### src/rtl/ics_pkg.sv
package ics_pkg;
  localparam int unsigned REG_W   = 8;
  localparam int unsigned ADDR_W  = 6;
  localparam int unsigned N_PINS  = REG_W / 2;

  localparam logic [ADDR_W-1:0] A_CHANGE = 6'h13;
  localparam logic [ADDR_W-1:0] A_STATUS = 6'h17;
  localparam logic [ADDR_W-1:0] A_INPORT = 6'h37;
  localparam logic [ADDR_W-1:0] A_OUTSET = 6'h3B;
  localparam logic [ADDR_W-1:0] A_OUTCLR = 6'h3F;

  localparam int unsigned ST_A_TX = 0;
  localparam int unsigned ST_A_RX = 1;
  localparam int unsigned ST_B_TX = 4;
  localparam int unsigned ST_B_RX = 5;
  localparam int unsigned ST_PIN  = 7;
endpackage

### src/rtl/ics_pin_capture.sv
module ics_pin_capture #(
  parameter int unsigned N         = 4,
  parameter int unsigned STAGES    = 2,
  parameter logic [N-1:0] RST_LEVEL = 4'b1011
) (
  input  logic         clk_i,
  input  logic         rst_ni,
  input  logic [N-1:0] pins_i,
  output logic [N-1:0] level_o,
  output logic [N-1:0] evt_o
);
  localparam int unsigned LAST = STAGES - 1;

  logic [STAGES-1:0][N-1:0] sync_q, sync_d;
  logic [N-1:0] lvl_q, lvl_d;

  for (genvar s = 0; s < STAGES; s++) begin : g_stage
    if (s == 0) begin : g_first
      always_comb sync_d[s] = pins_i;
    end else begin : g_rest
      always_comb sync_d[s] = sync_q[s-1];
    end
  end

  always_comb begin
    lvl_d = sync_q[LAST];
    evt_o = sync_q[LAST] ^ lvl_q;
  end

  always_ff @(posedge clk_i or negedge rst_ni) begin
    if (!rst_ni) begin
      sync_q <= {STAGES{RST_LEVEL}};
      lvl_q  <= RST_LEVEL;
    end else begin
      sync_q <= sync_d;
      lvl_q  <= lvl_d;
    end
  end

  assign level_o = lvl_q;

  assert_level_quiet_R11: assert property (@(posedge clk_i) disable iff (!rst_ni)
    (evt_o == '0) |=> $stable(level_o));
endmodule

### src/rtl/ics_change_reg.sv
module ics_change_reg #(
  parameter int unsigned REG_W     = 8,
  parameter int unsigned TICK_SLOT = 2,
  parameter logic [REG_W-1:0] RST_VAL = 8'h40
) (
  input  logic                 clk_i,
  input  logic                 rst_ni,
  input  logic [REG_W/2-1:0]   evt_i,
  input  logic                 tick_i,
  input  logic                 rd_clr_i,
  output logic [REG_W-1:0]     chg_o,
  output logic                 ipc_o
);
  localparam int unsigned N = REG_W / 2;

  logic [REG_W-1:0] chg_q;
  logic [N-1:0]     low_d, up_d;
  logic             ipc_q, ipc_d, any_evt, upd_en;

  always_comb begin
    any_evt = |evt_i;
    low_d   = (rd_clr_i ? '0 : chg_q[N-1:0]) | evt_i;
    up_d    = any_evt ? evt_i : chg_q[REG_W-1:N];
    if (tick_i) up_d[TICK_SLOT] = 1'b1;
    ipc_d   = (ipc_q & ~rd_clr_i) | any_evt | tick_i;
    upd_en  = rd_clr_i | any_evt | tick_i;
  end

  always_ff @(posedge clk_i or negedge rst_ni) begin
    if (!rst_ni) begin
      chg_q <= RST_VAL;
      ipc_q <= 1'b0;
    end else if (upd_en) begin
      chg_q <= {up_d, low_d};
      ipc_q <= ipc_d;
    end
  end

  assign chg_o = chg_q;
  assign ipc_o = ipc_q;

  assert_rd_clear_R7: assert property (@(posedge clk_i) disable iff (!rst_ni)
    (rd_clr_i && evt_i == '0 && !tick_i) |=> (chg_q[N-1:0] == '0 && !ipc_q));
  assert_rd_keep_upper_R7: assert property (@(posedge clk_i) disable iff (!rst_ni)
    (rd_clr_i && evt_i == '0 && !tick_i) |=> $stable(chg_q[REG_W-1:N]));
  assert_evt_wins_R8: assert property (@(posedge clk_i) disable iff (!rst_ni)
    (evt_i != '0) |=> (ipc_q && ((chg_q[N-1:0] & $past(evt_i)) == $past(evt_i))));
  assert_evt_upper_R5: assert property (@(posedge clk_i) disable iff (!rst_ni)
    (evt_i != '0 && !tick_i) |=> (chg_q[REG_W-1:N] == $past(evt_i)));
  assert_tick_sets_R6: assert property (@(posedge clk_i) disable iff (!rst_ni)
    tick_i |=> (chg_q[N+TICK_SLOT] && ipc_q));
endmodule

### src/rtl/ics_out_port.sv
module ics_out_port #(
  parameter int unsigned W = 8
) (
  input  logic         clk_i,
  input  logic         rst_ni,
  input  logic         set_we_i,
  input  logic         clr_we_i,
  input  logic [W-1:0] wdata_i,
  output logic [W-1:0] pins_o
);
  logic [W-1:0] q, d;
  logic         en;

  always_comb begin
    d  = q;
    if (set_we_i) d = d | wdata_i;
    if (clr_we_i) d = d & ~wdata_i;
    en = set_we_i | clr_we_i;
  end

  always_ff @(posedge clk_i or negedge rst_ni) begin
    if (!rst_ni)  q <= '0;
    else if (en)  q <= d;
  end

  assign pins_o = ~q;

  assert_set_ors_R2: assert property (@(posedge clk_i) disable iff (!rst_ni)
    (set_we_i && !clr_we_i) |=> ((~pins_o & $past(wdata_i)) == $past(wdata_i)));
  assert_clr_clears_R3: assert property (@(posedge clk_i) disable iff (!rst_ni)
    (clr_we_i && !set_we_i) |=> ((~pins_o & $past(wdata_i)) == '0));
endmodule

### src/rtl/ics_unit.sv
module ics_unit
  import ics_pkg::*;
#(
  parameter int unsigned SYNC_STAGES = 2,
  parameter logic [N_PINS-1:0] PIN_RST = 4'b1011
) (
  input  logic              clk_i,
  input  logic              rst_ni,
  input  logic              tick_i,
  input  logic [N_PINS-1:0] pins_i,
  input  logic [3:0]        chan_flags_i,
  input  logic              rd_en_i,
  input  logic              wr_en_i,
  input  logic [ADDR_W-1:0] addr_i,
  input  logic [REG_W-1:0]  wdata_i,
  output logic [REG_W-1:0]  rdata_o,
  output logic [REG_W-1:0]  out_pins_o,
  output logic              irq_o
);
  logic rst_meta_q, rst_n;
  always_ff @(posedge clk_i or negedge rst_ni) begin
    if (!rst_ni) begin
      rst_meta_q <= 1'b0;
      rst_n      <= 1'b0;
    end else begin
      rst_meta_q <= 1'b1;
      rst_n      <= rst_meta_q;
    end
  end

  logic [N_PINS-1:0] level, evt;
  logic [REG_W-1:0]  chg, status, mask_q, mask_d;
  logic              ipc, rd_chg, set_we, clr_we, mask_we;

  always_comb begin
    rd_chg  = rd_en_i && (addr_i == A_CHANGE);
    set_we  = wr_en_i && (addr_i == A_OUTSET);
    clr_we  = wr_en_i && (addr_i == A_OUTCLR);
    mask_we = wr_en_i && (addr_i == A_STATUS);
    mask_d  = wdata_i;
  end

  ics_pin_capture #(.N(N_PINS), .STAGES(SYNC_STAGES), .RST_LEVEL(PIN_RST)) u_pins (
    .clk_i(clk_i), .rst_ni(rst_n), .pins_i(pins_i), .level_o(level), .evt_o(evt));

  ics_change_reg #(.REG_W(REG_W), .TICK_SLOT(2), .RST_VAL(8'h40)) u_chg (
    .clk_i(clk_i), .rst_ni(rst_n), .evt_i(evt), .tick_i(tick_i),
    .rd_clr_i(rd_chg), .chg_o(chg), .ipc_o(ipc));

  ics_out_port #(.W(REG_W)) u_out (
    .clk_i(clk_i), .rst_ni(rst_n), .set_we_i(set_we), .clr_we_i(clr_we),
    .wdata_i(wdata_i), .pins_o(out_pins_o));

  always_ff @(posedge clk_i or negedge rst_n) begin
    if (!rst_n)        mask_q <= '0;
    else if (mask_we)  mask_q <= mask_d;
  end

  always_comb begin
    status          = '0;
    status[ST_A_TX] = chan_flags_i[0];
    status[ST_A_RX] = chan_flags_i[1];
    status[ST_B_TX] = chan_flags_i[2];
    status[ST_B_RX] = chan_flags_i[3];
    status[ST_PIN]  = ipc;
  end

  always_comb begin
    rdata_o = '0;
    if (rd_en_i) begin
      unique case (addr_i)
        A_CHANGE: rdata_o = chg;
        A_STATUS: rdata_o = status;
        A_INPORT: rdata_o = {{(REG_W-N_PINS){1'b0}}, level};
        default:  rdata_o = '0;
      endcase
    end
  end

  assign irq_o = |(status & mask_q);

  assert_mask_load_R9: assert property (@(posedge clk_i) disable iff (!rst_n)
    (mask_we && wdata_i == '0) |=> !irq_o);
endmodule

### config.mk
export PLATFORM = sky130hd
export DESIGN_NAME = ics_unit
export DESIGN_NICKNAME = d
export VERILOG_FILES = /design/src/rtl/ics_pkg.sv /design/src/rtl/ics_pin_capture.sv /design/src/rtl/ics_change_reg.sv /design/src/rtl/ics_out_port.sv /design/src/rtl/ics_unit.sv
export SDC_FILE = /design/constraint.sdc
export NUM_CORES = 1
export LEC_CHECK = 0
export BUFFER_PORTS_ARGS = -buffer_cell sky130_fd_sc_hd__clkbuf_2
export CAP_MARGIN = 10
export CELL_PAD_IN_SITES_DETAIL_PLACEMENT = 0
export CELL_PAD_IN_SITES_GLOBAL_PLACEMENT = 1
export CORE_ASPECT_RATIO = 1.1
export CORE_MARGIN = 2
export CORE_UTILIZATION = 30
export DETAILED_ROUTE_END_ITERATION = 10
export PLACE_DENSITY = 0.61
export SYNTH_ARGS = -nofsm -noshare
export SYNTH_HDL_FRONTEND = slang
export SYNTH_SLANG_ARGS = --single-unit
### constraint.sdc
create_clock -name clk_i -period 1.49 [get_ports clk_i]
set_input_delay 0.0745 -clock clk_i [delete_from_list [all_inputs] [get_ports clk_i]]
set_output_delay 0.0745 -clock clk_i [all_outputs]
set_load 0.005 [all_outputs]
Word-level counts from Yosys, hierarchy flattened:

Index checks and enable logic that the tools add are counted.

* output and inout bits: 17
* logic and storage cells: 46
* register bits: 39
* input port bits: 27

* reductions and logical operators: 9
* bitwise gates (word level): 14
* multiplexer cells: 7
* eq/ne operators: 5

Operator list (count)
* 8-bit two-way mux: 3
* 8-bit one-hot mux with 3 select lines: 1
* 6-bit equality test, second input constant: 3
* 8-bit AND: 2
* 8-bit NOT: 2
* 6-bit by 5-bit equality test with 1-bit output, second input constant: 2
* 8-bit bitwise OR: 1
* 8-bit OR reduction: 1
* 1-bit bitwise OR: 5
* 1-bit logical AND: 4
* 4-bit two-way mux: 1
* 4-bit bitwise OR: 1
* 2-bit AND reduction: 2
* 4-bit OR reduction: 1
* 4-bit XOR: 1
* 3-bit two-way mux: 1
* 2-bit nonzero test: 1
* 1-bit AND: 1
* 1-bit two-way mux: 1
* 1-bit NOT: 1

Longest topological paths before layout:

* depth in word-level cells: 6
* mapped depth: 5

By module:

From an unflattened synthesis, not the netlist that was laid out.

* cell total of the unflattened synthesis: 130
* area, all modules: 1576.5 um2

Modules (own cells, without submodules)
* ics_unit: instances 1, sequential area each 175.2 um2, cells each 54, area an instance 505.5 um2
* ics_out_port: instances 1, sequential area each 200.2 um2, cells each 34, area an instance 386.6 um2
* ics_pin_capture: instances 1, sequential area each 311.5 um2, cells each 16, area an instance 346.6 um2
* ics_change_reg: instances 1, sequential area each 226.5 um2, cells each 26, area an instance 337.8 um2

Worst setup path after synthesis:

OpenSTA, ideal clock, no wires.

* path type: reg2reg
* start point: register u_pins.sync_q (netlist bit u_pins.lvl_d[3])
* end point: register u_chg.ipc_q (netlist: u_chg.ipc_o)
* setup time: 124 ps
* data arrival time: 1373 ps
* required time: 1366 ps
* path buffers: 0
* cell stages (with the launch flop): 4
* slack: -7 ps
* cell sequence: dfstp_2 -> xor2_1 -> or4_1 -> a211o_1

* cells in the longest elaborated chain, start to end: 4

Ends and longest elaborated chain
* start: declaration: line ics_pin_capture.sv:14 `logic [STAGES-1:0][N-1:0] sync_q, sync_d;`
* start signal: assignment: line ics_pin_capture.sv:32 `sync_q <= {STAGES{RST_LEVEL}};`
* start signal: assignment: line ics_pin_capture.sv:35 `sync_q <= sync_d;`
* 4-bit XOR *: line ics_pin_capture.sv:27 `evt_o = sync_q[LAST] ^ lvl_q;`
* 4-bit OR reduction *: line ics_change_reg.sv:21 `any_evt = |evt_i;`
* 1-bit bitwise OR, on equally long branches (2 in a row): line ics_change_reg.sv:25, ics_change_reg.sv:26
* end signal: assignment: line ics_change_reg.sv:35 `ipc_q <= ipc_d;`
* end: declaration: line ics_change_reg.sv:18 `logic ipc_q, ipc_d, any_evt, upd_en;`

Every way passes the cells marked *; elsewhere a longest branch is shown, timed or not.
A chain may end at the register's enable or synchronous reset.

Worst setup path in the final report:

* start point: register u_pins.sync_q (netlist bit u_pins.lvl_d[0])
* end point: register u_chg.ipc_q (netlist: u_chg.ipc_o)

The elaborated chain is that of the path after synthesis.

==> metrics.txt <==
outcome=finished with violations; failing checks=negative setup slack; CP max-delay cell=dfstp_2; synth top area cells=dfrtp_1, dfstp_2, mux2_4, o31ai_1, a21o_1; Vias/cell=4.822; Pwr per Cell Area=1121 mW/mm²; htree depth=2; # setup viols final=1; final hold violation count=0; Avg Synthesized Cell Area=12.28 µm²; fin crit share=1.003; grt met1 use=0.1477; Die Height=78.72 µm; worst-skew pair later-pin latency=0.29 ns; die width=71.93 µm; synth cell count leaders=dfrtp_1, dfstp_2; Final Worst Setup Slack=-0.003927 ns; GRT Overall Usage=0.1285; Max Clock Freq=0.6694 GHz; area leader, netlist=dfrtp_1; WL per Instance=14.38 µm; ys flop type=dfrtp_1; Clock Skews=0.005985 ns; TritonCTS clock tree=built; sequential area share after synthesis=0.5998; final wirelength=3466 µm; Max VDD drop=0.0006145 V; first-pass GRT wire length=5520 µm; min Tclk post-route=1.494 ns; vias in the first global route=1136; largest net degree at the start of global routing=35; Core Area=0.004966 mm²; mapped cell area=0.001523 mm²; Final nets=209; grt met3 use=0.04949; worst-path cell chain=xor2_2 > or4_1 > a211o_1; crit-path max FO=3; HP Class=in -> reg; reg2reg start=u_pins.lvl_d[0]; Async SR Flop Fraction=1.000; grt total ovfl=0; drc violations=0; reg2reg end=u_chg.ipc_o; Initial DRT Pass Iterations=4; busiest grt layer=met2; hold depth=2; hold path startpoint=tick_i; clock sinks=36; via count=1162; top-area cell type share of the netlist area=0.4273; DIE AREA=0.005662 mm²; max_cap viols=0; Worst Setup End Kind=flip-flop; slowest stage delay, CP=0.56 ns; Slew HR=0.6499; WP buf/inv=0; GPL Wtd Cong=0.7672; worst slew pin tran=0.5237 ns; Area Overhead vs Synth=32.62%; drt initial violations=29; DPL Wire Length=2585 µm; placed cells=226; setup tns final=-0.003927 ns; Post-synth EDFFs=0; R2R depth=3; synthesized instance count=124; Cell variety after synth=28; count leader, synth=dfrtp_1; M2 GR Usage=0.2167; Synth Register Bits=36; Final Non-Filler Cells=241; CTS buffer count=5; # port buffers=43; std cell rows=27; Hold Path End=u_chg.ipc_o; Mapped Nets=151; Initial Utilization=0.3066; ANT cells=0; startpoint types=flip-flop; CP Data Required Time=1.67 ns; clock slew at reported path FFs=0.07 ns; CTS Root Cell=clkbuf_8; kind of critical path=reg -> reg; CTS max path bufs=2; setup repair after global routing missed its margin=true; WP data arrival=1.67 ns; initial antenna violation count=0; FF-to-FF setup slack=-0.004 ns; LEAKAGE=0.9273 nW; CP delay by family, top=flip-flops; max-slew violations=0; Top Ports=44; post-route ant nets=0; share of post-route cells with drive strength above 1=0.4262; YS warnings=0
==> final cells by class <==
cell class	count	area (µm²)
fill	477	2947
sequential	36	913.4
multi-input combinational	73	551.8
timing repair buffer	58	340.3
tap	58	72.57
clock buffer	5	68.82
clock inverter	3	42.54
inverter	8	30.03
==> worst reg2reg max path, stage by stage, from the launching register on <==
cell and delay [ns]:
dfstp_2 0.56, xor2_2 0.09, or4_1 0.51, a211o_1 0.23
==> power by group <==
| part | switching, mW | internal (mW) | total, mW |
|---|---|---|---|
| Clock | 0.354 | 0.495 | 0.849 |
| Sequential | 0.0417 | 1.07 | 1.11 |
| Combinational | 0.147 | 0.159 | 0.306 |
==> timing repair <==
action                                  4_1_cts  5_1_grt
endpoints found under the hold margin         6        0
endpoints found under the setup margin        0        1
hold buffers                                  5        0
gates resized for setup                       0        1
setup buffers                                 0        2
==> worst max-delay path by stage <==
stage,start,depth (start not counted),to
3_5_place_dp,u_pins.level_o[3],3,u_chg.ipc_o
4_1_cts,u_pins.level_o[0],3,u_chg.ipc_o
3_3_place_gp,u_pins.level_o[3],3,u_chg.ipc_o
6_report,u_pins.lvl_d[0],3,u_chg.ipc_o
2_1_floorplan,u_pins.level_o[3],3,u_chg.ipc_o
5_1_grt,u_pins.lvl_d[0],3,u_chg.ipc_o
==> layout by cell type (no fill, tap or decap) <==
cell / count
a211o_1: 2
a21o_1: 7
a222oi_1: 1
a22oi_1: 3
a2bb2oi_1: 2
and2_1: 1
and4b_1: 2
buf_4: 10
bufinv_16: 1
clkbuf_2: 43
clkbuf_8: 5
clkinv_2: 1
clkinvlp_4: 1
conb_1: 1
dfrtp_1: 26
dfstp_2: 10
dlygate4sd3_1: 5
inv_1: 8
mux2_4: 5
mux2i_1: 5
nand2_1: 2
nand3_1: 2
nand3b_1: 1
nand4_1: 8
nor2_1: 8
nor3b_1: 1
nor4_1: 1
o21ai_0: 8
o31ai_1: 8
or4_1: 1
xor2_1: 2
xor2_2: 2
==> layer usage <==
metal  wire length [µm]  vias to the layer above
li1                   -                      560
met3                235                        5
met5                  0                        -
met4                 34                        0
met1               1416                      559
met2               1779                       38
==> cell families after synthesis <==
kind of cell | synth area share
compound gates | 0.1446
xor+xnor | 0.02301
buf+inv | 0.04765
flops | 0.5998
mux | 0.08217
other cells | 0.002463
simple gates | 0.1003
==> stage by stage <==
stage	area, µm²	worst slack, ns	util	power (mW)	hold WS, ns
after global routing	2019	-0.04992	0.4067	2.383	0.006034
after global placement	1836	0.02712	0.3696	1.410	-0.1407
after detailed placement	1836	0.01109	0.3696	1.418	-0.1372
after CTS	1997	0.006515	0.4021	2.291	0.007203
final	2019	-0.003927	0.4067	2.263	0.01769
after floorplan	1530	0.02880	-	1.279	-0.2211
No activity file was read; power rests on OpenSTA's default activity.
